**src/rtl/pwm_db_pkg.sv**
```systemverilog
package pwm_db_pkg;

    typedef enum logic [1:0] {
        MODE_EDGE    = 2'b00,
        MODE_CENTER  = 2'b01,
        MODE_CAPTURE = 2'b10,
        MODE_TIMER   = 2'b11
    } chan_mode_e;

    typedef enum logic [1:0] {
        CS_IDLE = 2'b00,
        CS_UP   = 2'b01,
        CS_DOWN = 2'b10
    } cnt_state_e;

    typedef enum logic [1:0] {
        DB_LOW  = 2'b00,
        DB_WAIT = 2'b01,
        DB_HIGH = 2'b10
    } db_state_e;

endpackage

```
**src/rtl/pwm_prescaler.sv**
```systemverilog
module pwm_prescaler #(
    parameter int SEL_W = 3
) (
    input  logic             clk,
    input  logic             rst_n,
    input  logic             en,
    input  logic [SEL_W-1:0] sel,
    output logic             tick
);
    localparam int DIV_W = (1 << SEL_W) - 1;

    logic [DIV_W-1:0] div_cnt;
    logic [DIV_W-1:0] mask;

    // low sel bits all ones -> one tick per 2^sel clocks
    always_comb mask = ~({DIV_W{1'b1}} << sel);

    always_ff @(posedge clk or negedge rst_n) begin
        if (!rst_n)   div_cnt <= '0;
        else if (!en) div_cnt <= '0;
        else          div_cnt <= div_cnt + 1'b1;
    end

    assign tick = en && ((div_cnt & mask) == mask);
endmodule

```
**src/rtl/pwm_counter.sv**
```systemverilog
module pwm_counter
    import pwm_db_pkg::*;
#(
    parameter int CNT_W = 16
) (
    input  logic             clk,
    input  logic             rst_n,
    input  logic             en,
    input  logic             tick,
    input  logic             center,
    input  logic [CNT_W-1:0] period,
    input  logic [CNT_W-1:0] compare,
    output logic [CNT_W-1:0] cnt,
    output logic [CNT_W-1:0] per_sh,
    output logic [CNT_W-1:0] cmp_sh,
    output logic             running,
    output logic             wrap
);
    localparam logic [CNT_W-1:0] CNT_ONE = CNT_W'(1);

    cnt_state_e state, nxt;
    logic       at_end;
    logic       turn_top;

    assign at_end   = (cnt >= per_sh);
    assign turn_top = at_end && center && (per_sh != '0);

    // state register
    always_ff @(posedge clk or negedge rst_n) begin
        if (!rst_n) state <= CS_IDLE;
        else        state <= nxt;
    end

    // next state
    always_comb begin
        nxt = state;
        unique case (state)
            CS_IDLE: if (en) nxt = CS_UP;
            CS_UP: begin
                if (!en)                  nxt = CS_IDLE;
                else if (tick && turn_top) nxt = CS_DOWN;
            end
            CS_DOWN: begin
                if (!en)                         nxt = CS_IDLE;
                else if (tick && cnt <= CNT_ONE) nxt = CS_UP;
            end
            default: nxt = CS_IDLE;
        endcase
    end

    // count and shadow registers
    always_ff @(posedge clk or negedge rst_n) begin
        if (!rst_n) begin
            cnt    <= '0;
            per_sh <= '0;
            cmp_sh <= '0;
        end else if (state == CS_IDLE || !en) begin
            cnt    <= '0;
            per_sh <= period;
            cmp_sh <= compare;
        end else if (tick) begin
            unique case (state)
                CS_UP: begin
                    if (turn_top) begin
                        cnt <= cnt - 1'b1;
                    end else if (at_end) begin
                        cnt    <= '0;
                        per_sh <= period;
                        cmp_sh <= compare;
                    end else begin
                        cnt <= cnt + 1'b1;
                    end
                end
                CS_DOWN: begin
                    if (cnt <= CNT_ONE) begin
                        cnt    <= '0;
                        per_sh <= period;
                        cmp_sh <= compare;
                    end else begin
                        cnt <= cnt - 1'b1;
                    end
                end
                default: cnt <= '0;
            endcase
        end
    end

    assign running = (state != CS_IDLE);
    assign wrap    = en && tick && (state == CS_UP) && at_end && !turn_top;
endmodule

```
**src/rtl/pwm_deadband.sv**
```systemverilog
module pwm_deadband
    import pwm_db_pkg::*;
#(
    parameter int DB_W = 8
) (
    input  logic            clk,
    input  logic            rst_n,
    input  logic            run,
    input  logic            tick,
    input  logic            db_en,
    input  logic [DB_W-1:0] db_len,
    input  logic            req,
    output logic            q
);
    db_state_e       state, nxt;
    logic [DB_W-1:0] dly;
    logic [DB_W-1:0] eff;

    assign eff = db_en ? db_len : '0;

    // state register
    always_ff @(posedge clk or negedge rst_n) begin
        if (!rst_n) state <= DB_LOW;
        else        state <= nxt;
    end

    // next state, stepped on prescaled ticks only
    always_comb begin
        nxt = state;
        if (!run) begin
            nxt = DB_LOW;
        end else if (tick) begin
            unique case (state)
                DB_LOW:  if (req) nxt = (eff == '0) ? DB_HIGH : DB_WAIT;
                DB_WAIT: begin
                    if (!req)            nxt = DB_LOW;
                    else if (dly >= eff) nxt = DB_HIGH;
                end
                DB_HIGH: if (!req) nxt = DB_LOW;
                default: nxt = DB_LOW;
            endcase
        end
    end

    // delay counter
    always_ff @(posedge clk or negedge rst_n) begin
        if (!rst_n) begin
            dly <= '0;
        end else if (tick) begin
            if (state == DB_LOW)                     dly <= DB_W'(1);
            else if (state == DB_WAIT && dly != '1)  dly <= dly + 1'b1;
        end
    end

    // output decode
    always_comb q = (state == DB_HIGH);
endmodule

```
**src/rtl/pwm_capture.sv**
```systemverilog
module pwm_capture #(
    parameter int CNT_W = 16
) (
    input  logic             clk,
    input  logic             rst_n,
    input  logic             arm,
    input  logic [1:0]       edge_sel,
    input  logic             pin,
    input  logic [CNT_W-1:0] cnt,
    output logic [CNT_W-1:0] cap_value,
    output logic             hit
);
    logic s1, s2, s3;
    logic rise, fall;

    always_ff @(posedge clk or negedge rst_n) begin
        if (!rst_n) begin
            s1 <= 1'b0;
            s2 <= 1'b0;
            s3 <= 1'b0;
        end else begin
            s1 <= pin;
            s2 <= s1;
            s3 <= s2;
        end
    end

    assign rise = s2 && !s3;
    assign fall = !s2 && s3;
    assign hit  = arm && ((edge_sel[0] && rise) || (edge_sel[1] && fall));

    always_ff @(posedge clk or negedge rst_n) begin
        if (!rst_n)   cap_value <= '0;
        else if (hit) cap_value <= cnt;
    end
endmodule

```
**src/rtl/pwm_db_channel.sv**
```systemverilog
module pwm_db_channel
    import pwm_db_pkg::*;
#(
    parameter int CNT_W = 16,
    parameter int SEL_W = 3,
    parameter int DB_W  = 8
) (
    input  logic             clk,
    input  logic             rst_n,
    input  logic             en,
    input  logic [1:0]       mode,
    input  logic [SEL_W-1:0] presc_sel,
    input  logic [CNT_W-1:0] period,
    input  logic [CNT_W-1:0] compare,
    input  logic             db_en,
    input  logic [DB_W-1:0]  db_len,
    input  logic [1:0]       cap_edge,
    input  logic             cap_in,
    output logic             pwm_a,
    output logic             pwm_b,
    output logic [CNT_W-1:0] cap_value,
    output logic             irq
);
    localparam int LEGS = 2;

    chan_mode_e       mode_e;
    logic             tick;
    logic             center;
    logic             run_pwm;
    logic             cnt_running;
    logic             wrap;
    logic             cap_hit;
    logic             raw_a;
    logic [CNT_W-1:0] cnt_val;
    logic [CNT_W-1:0] per_sh;
    logic [CNT_W-1:0] cmp_sh;
    logic [LEGS-1:0]  leg_q;

    assign mode_e  = chan_mode_e'(mode);
    assign center  = (mode_e == MODE_CENTER);
    assign run_pwm = en && (mode_e == MODE_EDGE || mode_e == MODE_CENTER);

    pwm_prescaler #(.SEL_W(SEL_W)) u_presc (
        .clk   (clk),
        .rst_n (rst_n),
        .en    (en),
        .sel   (presc_sel),
        .tick  (tick)
    );

    pwm_counter #(.CNT_W(CNT_W)) u_cnt (
        .clk     (clk),
        .rst_n   (rst_n),
        .en      (en),
        .tick    (tick),
        .center  (center),
        .period  (period),
        .compare (compare),
        .cnt     (cnt_val),
        .per_sh  (per_sh),
        .cmp_sh  (cmp_sh),
        .running (cnt_running),
        .wrap    (wrap)
    );

    assign raw_a = (cnt_val < cmp_sh);

    for (genvar g = 0; g < LEGS; g++) begin : g_leg
        logic leg_req;
        assign leg_req = (g == 0) ? raw_a : !raw_a;
        pwm_deadband #(.DB_W(DB_W)) u_db (
            .clk    (clk),
            .rst_n  (rst_n),
            .run    (run_pwm),
            .tick   (tick),
            .db_en  (db_en),
            .db_len (db_len),
            .req    (leg_req),
            .q      (leg_q[g])
        );
    end

    assign pwm_a = leg_q[0];
    assign pwm_b = leg_q[1];

    pwm_capture #(.CNT_W(CNT_W)) u_cap (
        .clk       (clk),
        .rst_n     (rst_n),
        .arm       (en && mode_e == MODE_CAPTURE),
        .edge_sel  (cap_edge),
        .pin       (cap_in),
        .cnt       (cnt_val),
        .cap_value (cap_value),
        .hit       (cap_hit)
    );

    always_ff @(posedge clk or negedge rst_n) begin
        if (!rst_n) irq <= 1'b0;
        else        irq <= cap_hit || (en && mode_e == MODE_TIMER && wrap);
    end
endmodule

```
**config.mk**
```make
export PLATFORM = sky130hd
export DESIGN_NAME = pwm_db_channel
export DESIGN_NICKNAME = d
export VERILOG_FILES = /design/src/rtl/pwm_db_pkg.sv /design/src/rtl/pwm_prescaler.sv /design/src/rtl/pwm_counter.sv /design/src/rtl/pwm_deadband.sv /design/src/rtl/pwm_capture.sv /design/src/rtl/pwm_db_channel.sv
export SDC_FILE = /design/constraint.sdc
export NUM_CORES = 1
export LEC_CHECK = 0
export BUFFER_PORTS_ARGS = -buffer_cell sky130_fd_sc_hd__buf_2
export CORE_MARGIN = 4
export CORE_UTILIZATION = 40
export CTS_CLUSTER_SIZE = 24
export DETAILED_ROUTE_END_ITERATION = 16
export GPL_ROUTABILITY_DRIVEN = 0
export PLACE_DENSITY = 0.59
export SYNTH_ARGS = -nofsm -noshare
export SYNTH_HDL_FRONTEND = slang
export SYNTH_SLANG_ARGS = --single-unit
```
**constraint.sdc**
```tcl
create_clock -name clk -period 6.1 [get_ports clk]
set_clock_uncertainty 0.1 [all_clocks]
set_input_delay 1.22 -clock clk [delete_from_list [all_inputs] [get_ports clk]]
set_output_delay 1.22 -clock clk [all_outputs]
set_load 0.03 [all_outputs]
```
[After elaboration in Yosys (flattened, before gate mapping)]
Index checks and enable logic that the tools add are counted.
Storage, ports and cells
  output and inout port bits: 19
  register bits: 97
  logic and storage cells: 141
  input bits: 52
Cells by class
  $add $sub $neg: 5
  bitwise logic cells: 2
  shifts and indexed selects: 1
  equality and inequality tests: 25
  reduce and logical (&&, ||, !) cells: 44
  muxes and demuxes: 45
  magnitude comparators: 5
Operators with widths (count)
  $mux 16: 15
  $pmux 16 s2: 3
  $mux 8: 5
  $mux 2: 18
  $logic_and 1x1->1: 20
  $pmux 2 s3: 3
  $add 16x1->16 const B: 1
  $add 8x1->8 const B: 2
  $ge 16x16->1: 1
  $ge 8x8->1: 2
  $le 16x1->1 const B: 1
  $lt 16x16->1: 1
  $ne 8x8->1 const B: 2
  $reduce_bool 16->1: 1
  $sub 16x1->16 const B: 1
  $ne 3x3->1 const B: 5
  $eq 2x2->1 const B: 5
  $eq 2x1->1 const B: 4
  $logic_not 2->1: 4
  $logic_not 8->1: 1
  $reduce_and 4->1: 2
  $add 7x1->7 const B: 1
  $and 7x7->7: 1
  $eq 7x7->1: 1
  other kinds (15): 27

[Longest topological paths before layout]
Gate-level depths: netlist (run 1).
  word-level depth: 11
  gate-level depth with buffers: 11
  depth with buffers taken out: 9

[By module]
A second synthesis (run 1) with hierarchy kept.
Unflattened totals
  cells, all modules: 684
  area total of the unflattened synthesis: 6752.7 µm²
By module, submodules not included
  pwm_counter: cells each 357, area an instance 3505.9 µm², times used 1, sequential area each 1251.2 µm²
  pwm_deadband: cells each 97, area an instance 847.1 µm², times used 2, sequential area each 250.2 µm²
  pwm_capture: cells each 39, area an instance 738.2 µm², times used 1, sequential area each 475.5 µm²
  pwm_db_channel: cells each 58, area an instance 456.7 µm², times used 1, sequential area each 25.0 µm²
  pwm_prescaler: cells each 36, area an instance 357.8 µm², times used 1, sequential area each 175.2 µm²

[Least setup slack after synthesis (run 1)]
No wires, ideal clock.
  path type: input port to flip-flop
  from: input port presc_sel[1]
  to: register g_leg[1].u_db.dly[2]
  arrival: 2951 ps
  required time: 5871 ps
  setup slack: 2920 ps
  stages: 8
  setup time: 129 ps
  path buffers: 2
  cells stage by stage: or3b_2 o221ai_1 nand4_1 or3_1 clkbuf_1 clkbuf_1 o21ai_0 o21ai_0
Between the ends
  word-level cells in the longest chain between the ends: 6
RTL lines
  from (decl): line pwm_db_channel.sv:12  | input logic [SEL_W-1:0] presc_sel,
  $shl 7x3->7 *: line pwm_prescaler.sv:16  | always_comb mask = ~({DIV_W{1'b1}} << sel);
  $not 7->7 *: line pwm_prescaler.sv:16
  $and 7x7->7: line pwm_prescaler.sv:24  | assign tick = en && ((div_cnt & mask) == mask);
  $eq 7x7->1 *: line pwm_prescaler.sv:24
  $logic_and 1x1->1 *: line pwm_prescaler.sv:24
  $reduce_and 2->1 (no line) *
  to (signal assigned): line pwm_deadband.sv:51  | else if (state == DB_WAIT && dly != '1) dly <= dly + 1'b1;
  to (decl): line pwm_deadband.sv:16  | logic [DB_W-1:0] dly;
Every way passes the cells marked *; elsewhere a longest branch is shown, timed or not.
A chain may end at the register's enable or synchronous reset.

[Worst setup path after layout (run 1)]
  from: input port presc_sel[1]
  to: register u_cnt.cnt[4]
Between the ends
  word-level cells in the longest chain between the ends: 6
RTL lines
  $shl 7x3->7 *: line pwm_prescaler.sv:16
  $not 7->7 *: line pwm_prescaler.sv:16
  $and 7x7->7: line pwm_prescaler.sv:24
  $eq 7x7->1 *: line pwm_prescaler.sv:24
  $logic_and 1x1->1 *: line pwm_prescaler.sv:24
  $reduce_bool 2->1 (no line) *
  to (signal assigned): line pwm_counter.sv:65  | cnt <= cnt - 1'b1;
  to (signal assigned): line pwm_counter.sv:71  | cnt <= cnt + 1'b1;
  to (signal assigned): line pwm_counter.sv:80  | cnt <= cnt - 1'b1;
  to (decl): line pwm_counter.sv:13  | output logic [CNT_W-1:0] cnt,
Marks and branches as above.

==> impl_results.md, run 1 <==
- Outcome: finished clean
- DIE AREA: 17700 um2
- PostCTS Resize Cnt: 0
- First-pass GRT wire length: 25100 um
- Max_slew headroom: 28.6%
- Largest net degree at the start of global routing: 52
- Commonest cells in the netlist: dfrtp_1 (97), ha_1 (57), nand2_1 (55)
- Die X: 133 um
- Num rows: 45
- Mean Syn Cell Area: 9.70 um2
- Root Driver: clkbuf_16
- Initial antenna violation count: 0
- DRT iter0 DRCs: 305
- Yosys top cell area share: 38.9%
- CTS tree: built
- TritonCTS buffer count: 9
- Number of synthesized flops with an enable pin: 0
- DRT Pass-1 Iters: 4
- Final wirelength: 15000 um
- Fin util: 46.0%
- Ys Warns: 0
- Worst reg2reg path startpoint: u_presc.div_cnt[0]
- Count of different cell masters after synthesis: 55
- Cell depth of the worst setup path: 8
- Final setup vio count: 0
- Tcrit/Tclk final: 67.6%
- Most common cell in the synthesized netlist: dfrtp_1
- Worst Path Max Fanout: 15
- Slew @ Worst Pin: 1.06 ns
- Hold Startpoint: u_cap.s1
- DRC viols: 0
- Area leader, netlist: dfrtp_1
- Wire per inst: 16.4 um
- IO Pins: 71
- CP max stage delay: 0.94 ns
- Hold EP: u_cap.s2
- CTS Buffer Depth: 2
- Port Buf Inserts: 70
- Worst path required time: 6.28 ns
- Core area: 15300 um2
- Hold slack: 0.251 ns
- Worst flop-to-flop path endpoint: u_cnt.cnt[4]
- Vias in the first global route: 5140
- Worst EP arrival: 4.30 ns
- Minimum clock period: 4.12 ns
- Final antenna-violating net count: 0
- Clock Pin Slew Worst Setup and Hold Paths: 0.07 ns
- Buffers & Inverters on Critical Path: 1
- Hpwl dp: 11000 um
- Vias per cell: 5.48
- Post-Syn Area: 6240 um2
- CP Launch Point: presc_sel[1]
- Peak Freq: 243 MHz
- Syn Nets: 753
- Fin. Hold Viols: 0
- Synth Flop Type: dfrtp_1
- Flop2flop setup slack: 2.49 ns
- Die Ht: 133 um
- Max stage delay cell, worst path: nor2_1
- Peak VDD IR: 0.165 mV
- Area growth syn-to-layout: 12.5%
- DP Worst Slack: 1.64 ns
- Cts hold-fix bufs: 0
- Layout cells sized above 1: 20.5%
- Inserted Diodes: 0
- Fin nets: 810
- Leak Pwr: 3.38 nW
- Skew-Pair Late Insertion Delay: 0.36 ns
- Clock Sink Count: 97
- CP Capture Type: flop
- Synth area leaders: dfrtp_1 (39%), ha_1 (11%), mux2_4 (7.2%)
- Max-slew violations: 0
- Unrepaired setup endpoints after global routing: false
- GRT Total Usage: 17.5%
- MaxCap Viol Count: 0
- Total number of vias: 5025
- Final worst setup slack: 1.98 ns
- Asr flop ratio synth: 100%
- Worst path cell trace: buf_2 > or3b_2 > o221ai_1 > and3_1 > nand3_1 > nor2_1 > a221oi_1 > a22oi_1
- Min-delay worst type: reg2reg
- Syn Inst Count: 644
- Largest delay contributor family on the critical path: simple AND/OR/NAND/NOR gates
- Sequential fraction of the synthesis area: 38.9%
- Critical Path Source Type: input port
- # Post-CTS Setup Buffers: 0
- R2R depth: 7
- Grt total ovfl: 0
- H-tree depth: 3
- Hold path depth: 0
- Crit path kind: in2reg
- Register bit total from synthesis: 97
- PD cells: 234 nW/um2
- TNS Setup: 0 ns
- Starting Density: 40.9%
worst register-to-register path, delay by kind of cell (launching register included):
family,cells,cell delay [ns]
compound gates,3,0.58
flops,1,0.47
simple gates,4,2.38
cell usage in the layout (no fill, tap or decap), types with 3 or more instances in the layout:
cell type | synthesis | layout
a211o_1 | 3 | 3
a211oi_1 | 16 | 16
a21o_1 | 8 | 8
a21oi_1 | 27 | 27
a221oi_1 | 11 | 11
a31oi_1 | 7 | 7
and2_1 | 10 | 10
and3_1 | 4 | 4
buf_2 | 5 | 69
buf_4 | 0 | 5
clkbuf_16 | 0 | 9
clkinvlp_4 | 0 | 3
dfrtp_1 | 97 | 97
ha_1 | 57 | 57
inv_1 | 42 | 42
mux2_2 | 19 | 19
mux2_4 | 30 | 30
mux2i_1 | 6 | 6
nand2_1 | 55 | 55
nand2b_1 | 12 | 12
nand3_1 | 22 | 22
nand3b_1 | 3 | 3
nand4_1 | 11 | 11
nor2_1 | 41 | 41
nor2b_1 | 6 | 6
nor3_1 | 29 | 29
nor4_1 | 14 | 14
o21ai_0 | 37 | 37
o31ai_1 | 6 | 6
or2_2 | 3 | 3
or3_1 | 6 | 6
xnor2_1 | 6 | 6
how the worst max path moves through the flow:
stage	end	slack [ns]
floorplan	g_leg[1].u_db.dly[2]	2.92
global placement	u_cnt.cnt[4]	1.72
detailed placement	u_cnt.cnt[4]	1.64
CTS	u_cnt.cnt[4]	2.01
global route	u_cnt.cnt[4]	1.71
finish	u_cnt.cnt[4]	1.98
layout make-up:
| type | instances | area, um2 |
|---|---|---|
| clock buffers | 11 | 233 |
| clock inverters | 5 | 32.5 |
| fillers | 1439 | 8240 |
| inverters | 43 | 161 |
| multi-input cells | 476 | 3520 |
| flip-flops and latches | 97 | 2430 |
| well taps | 211 | 264 |
| repair buffers | 74 | 383 |
registers in the layout (all words and copies together) (netlist names):
register,cells
u_cap.s1,1
u_cnt.per_sh,16
u_cnt.cmp_sh,16
u_cap.cap_value,16
u_cap.s2,1
u_cnt.cnt,16
u_cap.s3,1
u_cnt.state,2
g_leg.u_db.state,4
irq,1
g_leg.u_db.dly,16
u_presc.div_cnt,7
report_power, final:
group / switching [W] / internal (W)
clock network: 0.000252 / 0.000275
registers: 0.0000561 / 0.000703
logic: 0.000183 / 0.000177
cells by family (layout without fill, tap and decap cells):
| kind of cell | after synthesis | after routing | synth area share (%) |
|---|---|---|---|
| AND/OR/NAND/NOR | 220 | 220 | 17.4 |
| AO/OA/AOI/OAI | 137 | 137 | 15.0 |
| flip-flops | 97 | 97 | 38.9 |
| buffers and inverters | 71 | 133 | 4.73 |
| adder cells (fa/ha/maj) | 57 | 57 | 11.4 |
| multiplexers | 55 | 55 | 11.6 |
| XOR/XNOR | 7 | 7 | 0.982 |
routing by layer:
layer	vias up	track usage, %	routed length, um
li1	2456	-	-
met5	-	0	0
met2	139	28.0	7080
met1	2408	22.8	6760
met3	22	3.19	923
met4	0	8.37	286
through the flow:
| stage | cells | instance area [um2] | total power, W |
|---|---|---|---|
| floorplan | 644 | 6240 | 0.00104 |
| detailed placement | 901 | 6760 | 0.00114 |
| CTS | 917 | 7020 | 0.00167 |
| finish | 917 | 7020 | 0.00165 |
| global route | 917 | 7020 | 0.00175 |
| global placement | 901 | 6760 | 0.00112 |
No activity file was read; power rests on OpenSTA's default activity.
==> run 2, diff against run 1 <==
Settings changed: ABC_AREA set to 1.
Clock period 6.1 ns to 4 ns, I/O delays scaled along.
==> run 2 against run 1 <==
  * Final cell count increased by 33%
  * Sequential power is 78% higher
  * Core utilization shrank 0.43 points
  * Highest routed layer unchanged
==> impl_results.md, run 2 <==
- R2R depth: 12
- Fin nets: 1102
- Outcome: finished clean
- Commonest non-fill, non-tap cell in the layout: nand2_1
- PostCTS Resize Cnt: 0
- Number of synthesized flops with an enable pin: 0
- TritonCTS buffer count: 9
- Wire per inst: 13.7 um
- Hold Startpoint: u_cap.s1
- Vias in the first global route: 5530
- DRC viols: 0
- IO Pins: 71
- Most common cell in the synthesized netlist: nand2_1
- Grt total ovfl: 0
- Final antenna-violating net count: 0
- Synth area leaders: dfrtp_1 (36%), nand2_1 (17%), ha_1 (11%)
- Most frequent CP cell: nand2_1
- Cell Area, Placed: 7270 um2
- Commonest cells after routing, fill and taps aside: nand2_1 (308), inv_1 (108), dfrtp_1 (97)
- Asr flop ratio synth: 100%
- CP Capture Type: flop
- Worst flop-to-flop path endpoint: u_cnt.cnt[8]
- Clock Pin Slew Worst Setup and Hold Paths: 0.07 ns
- GRT Total Usage: 18.2%
- Sequential fraction of the synthesis area: 36.0%
- Worst reg2reg path startpoint: u_cnt.cnt[3]
- Largest net degree at the start of global routing: 56
- Tcrit/Tclk final: 73.2%
- Max stage delay cell, worst path: nor2_1
- Clock Sink Count: 97
- Hold path depth: 0
- Initial antenna violation count: 0
- Register bit total from synthesis: 97
- # Post-CTS Setup Buffers: 0
- Count of different cell masters after synthesis: 43
- CTS tree: built
- MaxCap Viol Count: 0
- Max-slew violations: 0
- CTS Buffer Depth: 2
- Area leader, netlist: dfrtp_1
- Flop2flop setup slack: 1.07 ns
- Ys Warns: 0
- Worst path cell trace: ha_1 > a21oi_1 > nand2_1 > nand2_1 > nand2_1 > nand2_1 > nand3_2 > nor2_1 > nand3_1 > nand2_1 > nand2_1 > nand2_1
- Yosys top cell area share: 36.0%
- Worst Path Max Fanout: 11
- Peak VDD IR: 0.308 mV
- Critical Path Source Type: flop
- DRT iter0 DRCs: 278
- Final instance area: 7530 um2
- Peak Freq: 342 MHz
- First-pass GRT wire length: 27500 um
- Worst EP arrival: 3.11 ns
- TNS Setup: 0 ns
- Fin. Hold Viols: 0
- PD cells: 446 nW/um2
- Total number of vias: 6031
- Layout cells sized above 1: 12.1%
- Vias per cell: 4.95
- Skew-Pair Late Insertion Delay: 0.35 ns
- Slew @ Worst Pin: 0.820 ns
- H-tree depth: 3
- Port Buf Inserts: 70
- Synth Flop Type: dfrtp_1
- Worst path required time: 4.19 ns
- Final setup vio count: 0
- Num rows: 47
- Root Driver: clkbuf_16
- Hpwl dp: 12600 um
- Hold EP: u_cap.s2
- Syn Nets: 1043
- Minimum clock period: 2.93 ns
- Cts hold-fix bufs: 0
- Leak Pwr: 4.14 nW
- CP max stage delay: 0.69 ns
- Area growth syn-to-layout: 11.7%
- Die X: 138 um
- DIE AREA: 19000 um2
- Commonest cells in the netlist: nand2_1 (308), inv_1 (108), dfrtp_1 (97)
- Unrepaired setup endpoints after global routing: false
- Crit path kind: reg2reg
- Syn Inst Count: 934
- Post-Syn Area: 6750 um2
- Die Ht: 138 um
- Final wirelength: 16700 um
- Starting Density: 40.8%
- Min-delay worst type: reg2reg
- Max_slew headroom: 45.2%
- Inserted Diodes: 0
- DRT Pass-1 Iters: 5
- Core area: 16500 um2
- Mean Syn Cell Area: 7.22 um2
- Filler Cells Inserted: 1701
-- run 2: cell count changes after synthesis, moves of 19 or more --
cell	previous run	this run
xor2_1	1	22
mux2_2	19	0
nand3_1	22	56
nor2_1	41	60
nand2_1	55	308
mux2_4	30	0
inv_1	42	108
nand4_1	11	51
-- run 2: cell type report --
class                      count  area, um2  area share, %
multi-input combinational    692       3710           49.3
tap                          220        275           3.65
inverter                     115        432           5.73
clock inverter                 5       31.3          0.415
clock buffer                  11        233           3.09
sequential                    97       2430           32.2
timing repair buffer          78        425           5.65
-- run 2: power breakdown --
group	internal, W	leakage, nW	switching (W)	total, W
sequential	0.00119	1.27	0.000152	0.00135
clock	0.000422	0.130	0.000398	0.000820
combinational	0.000400	2.74	0.000796	0.00120
total	0.00202	4.14	0.00135	0.00336
-- run 2: cell families (layout without fill, tap and decap cells) --
| family | after synthesis | count (layout) | synth area share, % |
|---|---|---|---|
| compound gates | 96 | 96 | 7.70 |
| xor+xnor | 24 | 24 | 3.12 |
| fa+ha+maj | 57 | 57 | 10.6 |
| buf+inv | 145 | 209 | 9.00 |
| flops | 97 | 97 | 36.0 |
| simple gates | 515 | 515 | 33.6 |
-- run 2: through the flow --
stage,std cells,hold WS (ns),setup WS [ns],total power (W),util (%)
finish,1218,0.264,1.07,0.00336,45.6
global route,1218,0.264,0.838,0.00365,45.6
CTS,1218,0.262,1.07,0.00341,45.6
detailed placement,1202,0.247,1.11,0.00258,44.0
global placement,1202,0.234,1.15,0.00256,44.0
floorplan,934,0.231,1.60,0.00229,-
-- run 2: worst max-delay path by stage --
stage            startpoint                      to
2_1_floorplan         db_en  g_leg[0].u_db.state[0]
3_3_place_gp   u_cnt.cnt[3]            u_cnt.cnt[8]
3_5_place_dp   u_cnt.cnt[0]        u_cnt.cmp_sh[13]
4_1_cts        u_cnt.cnt[3]            u_cnt.cnt[8]
5_1_grt        u_cnt.cnt[0]        u_cnt.per_sh[11]
6_report       u_cnt.cnt[3]            u_cnt.cnt[8]
-- run 2: worst max-delay path: cells and delay by family, from the launching register on --
family          cells  cell delay [ns]
simple gates       10             1.69
flops               1             0.58
fa+ha+maj           1             0.32
compound gates      1             0.16
-- run 2: metal layers --
metal / GRT usage [%] / part of all wire, %
met1: 24.6 / 48
met2: 30.1 / 47
met3: 3.05 / 3.5
met4: 5.27 / 1.5
met5: 0 / 0
==> run 3, diff against run 2 <==
Settings changed: PLACE_DENSITY 0.59 to 0.61.
Clock period 4 ns to 2.65 ns, I/O delays scaled along.
==> run 3 against run 2 <==
  * Global-route usage grew 1.1 points
  * Total power grew 53%
  * Clock power increased by 54%
  * Via count grew 1.0%
  * Hold slack worse by 0.19 ns
  * Fmax increased by 26%
  * Combinational power up 55%
  * Register-to-register slack worse by 0.75 ns
  * Count of clock-buffer cells in the layout is 1 higher
  * Sequential power rose by 50%
  * Sequential cell count unchanged
  * Worst setup slack worse by 0.75 ns
  * Critical endpoint is now u_cnt.cnt[15]
==> impl_results.md, run 3 (same netlist as run 2, synthesis figures left out) <==
- Inserted Diodes: 0
- Peak VDD IR: 0.363 mV
- Core area: 16500 um2
- TritonCTS buffer count: 9
- CP max stage delay: 0.45 ns
- Cts hold-fix bufs: 0
- Worst EP arrival: 2.51 ns
- DRT Pass-1 Iters: 5
- Wire per inst: 13.9 um
- Critical Path Source Type: flop
- Clock Pin Slew Worst Setup and Hold Paths: 0.07 ns
- Crit path kind: reg2reg
- DRT iter0 DRCs: 356
- Max stage delay cell, worst path: dfrtp_1
- Finished Layout Cells: 1238
- Fin nets: 1122
- IO Pins: 71
- Root Driver: clkbuf_16
- Worst Path Max Fanout: 12
- Final instance area: 7700 um2
- First-pass GRT wire length: 29100 um
- CP Capture Type: flop
- Vias per cell: 4.92
- PD cells: 670 nW/um2
- GRT Total Usage: 19.3%
- Total number of vias: 6093
- Filler Cells Inserted: 1678
- H-tree depth: 3
- Peak Freq: 431 MHz
- Vias in the first global route: 5988
- CTS tree: built
- Die Ht: 138 um
- Port Buf Inserts: 70
- Commonest cells after routing, fill and taps aside: nand2_1 (308), inv_1 (108), dfrtp_1 (97)
- Placed Cells: 1222
- # Post-CTS Setup Buffers: 0
- Num rows: 47
- Skew-Pair Late Insertion Delay: 0.35 ns
- PostCTS Resize Cnt: 0
- Outcome: finished clean
- Min-delay worst type: in2async
- Grt total ovfl: 0
- Final wirelength: 17200 um
- Cell Area, Placed: 7410 um2
- DIE AREA: 19000 um2
- Largest net degree at the start of global routing: 42
- Starting Density: 40.8%
- Final setup vio count: 0
- Commonest non-fill, non-tap cell in the layout: nand2_1
- Final antenna-violating net count: 0
- Fin. Hold Viols: 0
- MaxCap Viol Count: 0
- Most frequent CP cell: nand2_1
- Buffers & Inverters on Critical Path: 1
- Slew @ Worst Pin: 0.584 ns
- Worst path required time: 2.84 ns
- Tcrit/Tclk final: 87.6%
- Largest delay contributor family on the critical path: simple AND/OR/NAND/NOR gates
- Max_slew headroom: 61.0%
- Hpwl dp: 13100 um
- CTS Buffer Depth: 2
- Leak Pwr: 4.25 nW
- FF+latch area: 2430 um2
- Max-slew violations: 0
- Minimum clock period: 2.32 ns
- Clock Sink Count: 97
- Die X: 138 um
- Layout cells sized above 1: 13.9%
- Worst path cell trace: inv_2 > ha_1 > nand3_1 > nor3_1 > nand2_1 > nand3_2 > nand3_1 > nand2_2 > nand2_1 > nand2_1 > nand2_1 > nand2_1
- Initial antenna violation count: 0
- Power, Total: 0.00516 W
- Area growth syn-to-layout: 14.2%
- Area of the multi-input gates: 3720 um2
- DRC viols: 0
[run 3: cell count changes in the layout (fill, tap and decap cells not counted)]
cell | previous run | this run
buf_4 | 8 | 28
clkbuf_8 | 0 | 2
a21bo_2 | 1 | 0
a21bo_4 | 0 | 1
buf_12 | 1 | 0
buf_6 | 0 | 1
clkbuf_1 | 2 | 1
clkinv_2 | 3 | 2
[run 3: routing by layer]
layer / GRT usage [%] / part of all wire, % / vias up
met4: 7.41 / 2.3 / 0
met1: 24.9 / 46 / 2755
met2: 32.6 / 48 / 115
met5: 0 / 0 / -
li1: - / - / 3189
met3: 3.23 / 4.2 / 34
[run 3: area by class of cell]
type	count	share of cell area [%]
clock buffer	12	3.33
clock inverter	4	0.341
inverter	115	5.61
multi-input combinational	692	48.3
sequential	97	31.5
tap	220	3.57
timing repair buffer	98	7.36
[run 3: worst reg2reg max path, delay by kind of cell (launching register included)]
kind	cells	cell delay, ns
fa+ha+maj	1	0.30
simple gates	10	1.28
flops	1	0.45
buf+inv	1	0.12
[run 3: power breakdown]
part           internal [W]  leakage [nW]  total (W)  switching, W
registers           0.00180          1.27    0.00203      0.000230
logic              0.000649          2.84    0.00186       0.00122
clock network      0.000689         0.139    0.00126      0.000575
[run 3: final timing paths]
check / start / to / slack (ns) / cells after the start
setup / recovery: u_cnt.cnt[0] / u_cnt.cnt[15] / 0.33 / 12
hold / removal: rst_n / u_cap.s3 / 0.07 / 1
setup reg to reg: u_cnt.cnt[0] / u_cnt.cnt[15] / 0.33 / 12
hold reg to reg: u_cap.s1 / u_cap.s2 / 0.25 / 0
max in group asynchronous: rst_n / u_cnt.cmp_sh[0] / 1.63 / 2
min in group clk: cap_in / u_cap.s1 / 0.18 / 1
[run 3: stage by stage]
step / setup WS, ns / utilization (%) / hold WS (ns) / TNS [ns]
detailed placement: 0.158 / 44.8 / 0.242 / 0
CTS: 0.137 / 46.5 / 0.0986 / 0
global placement: 0.188 / 44.8 / 0.243 / 0
floorplan: 0.519 / - / 0.134 / 0
global route: -0.00342 / 46.6 / 0.124 / -0.00342
finish: 0.329 / 46.6 / 0.0745 / 0
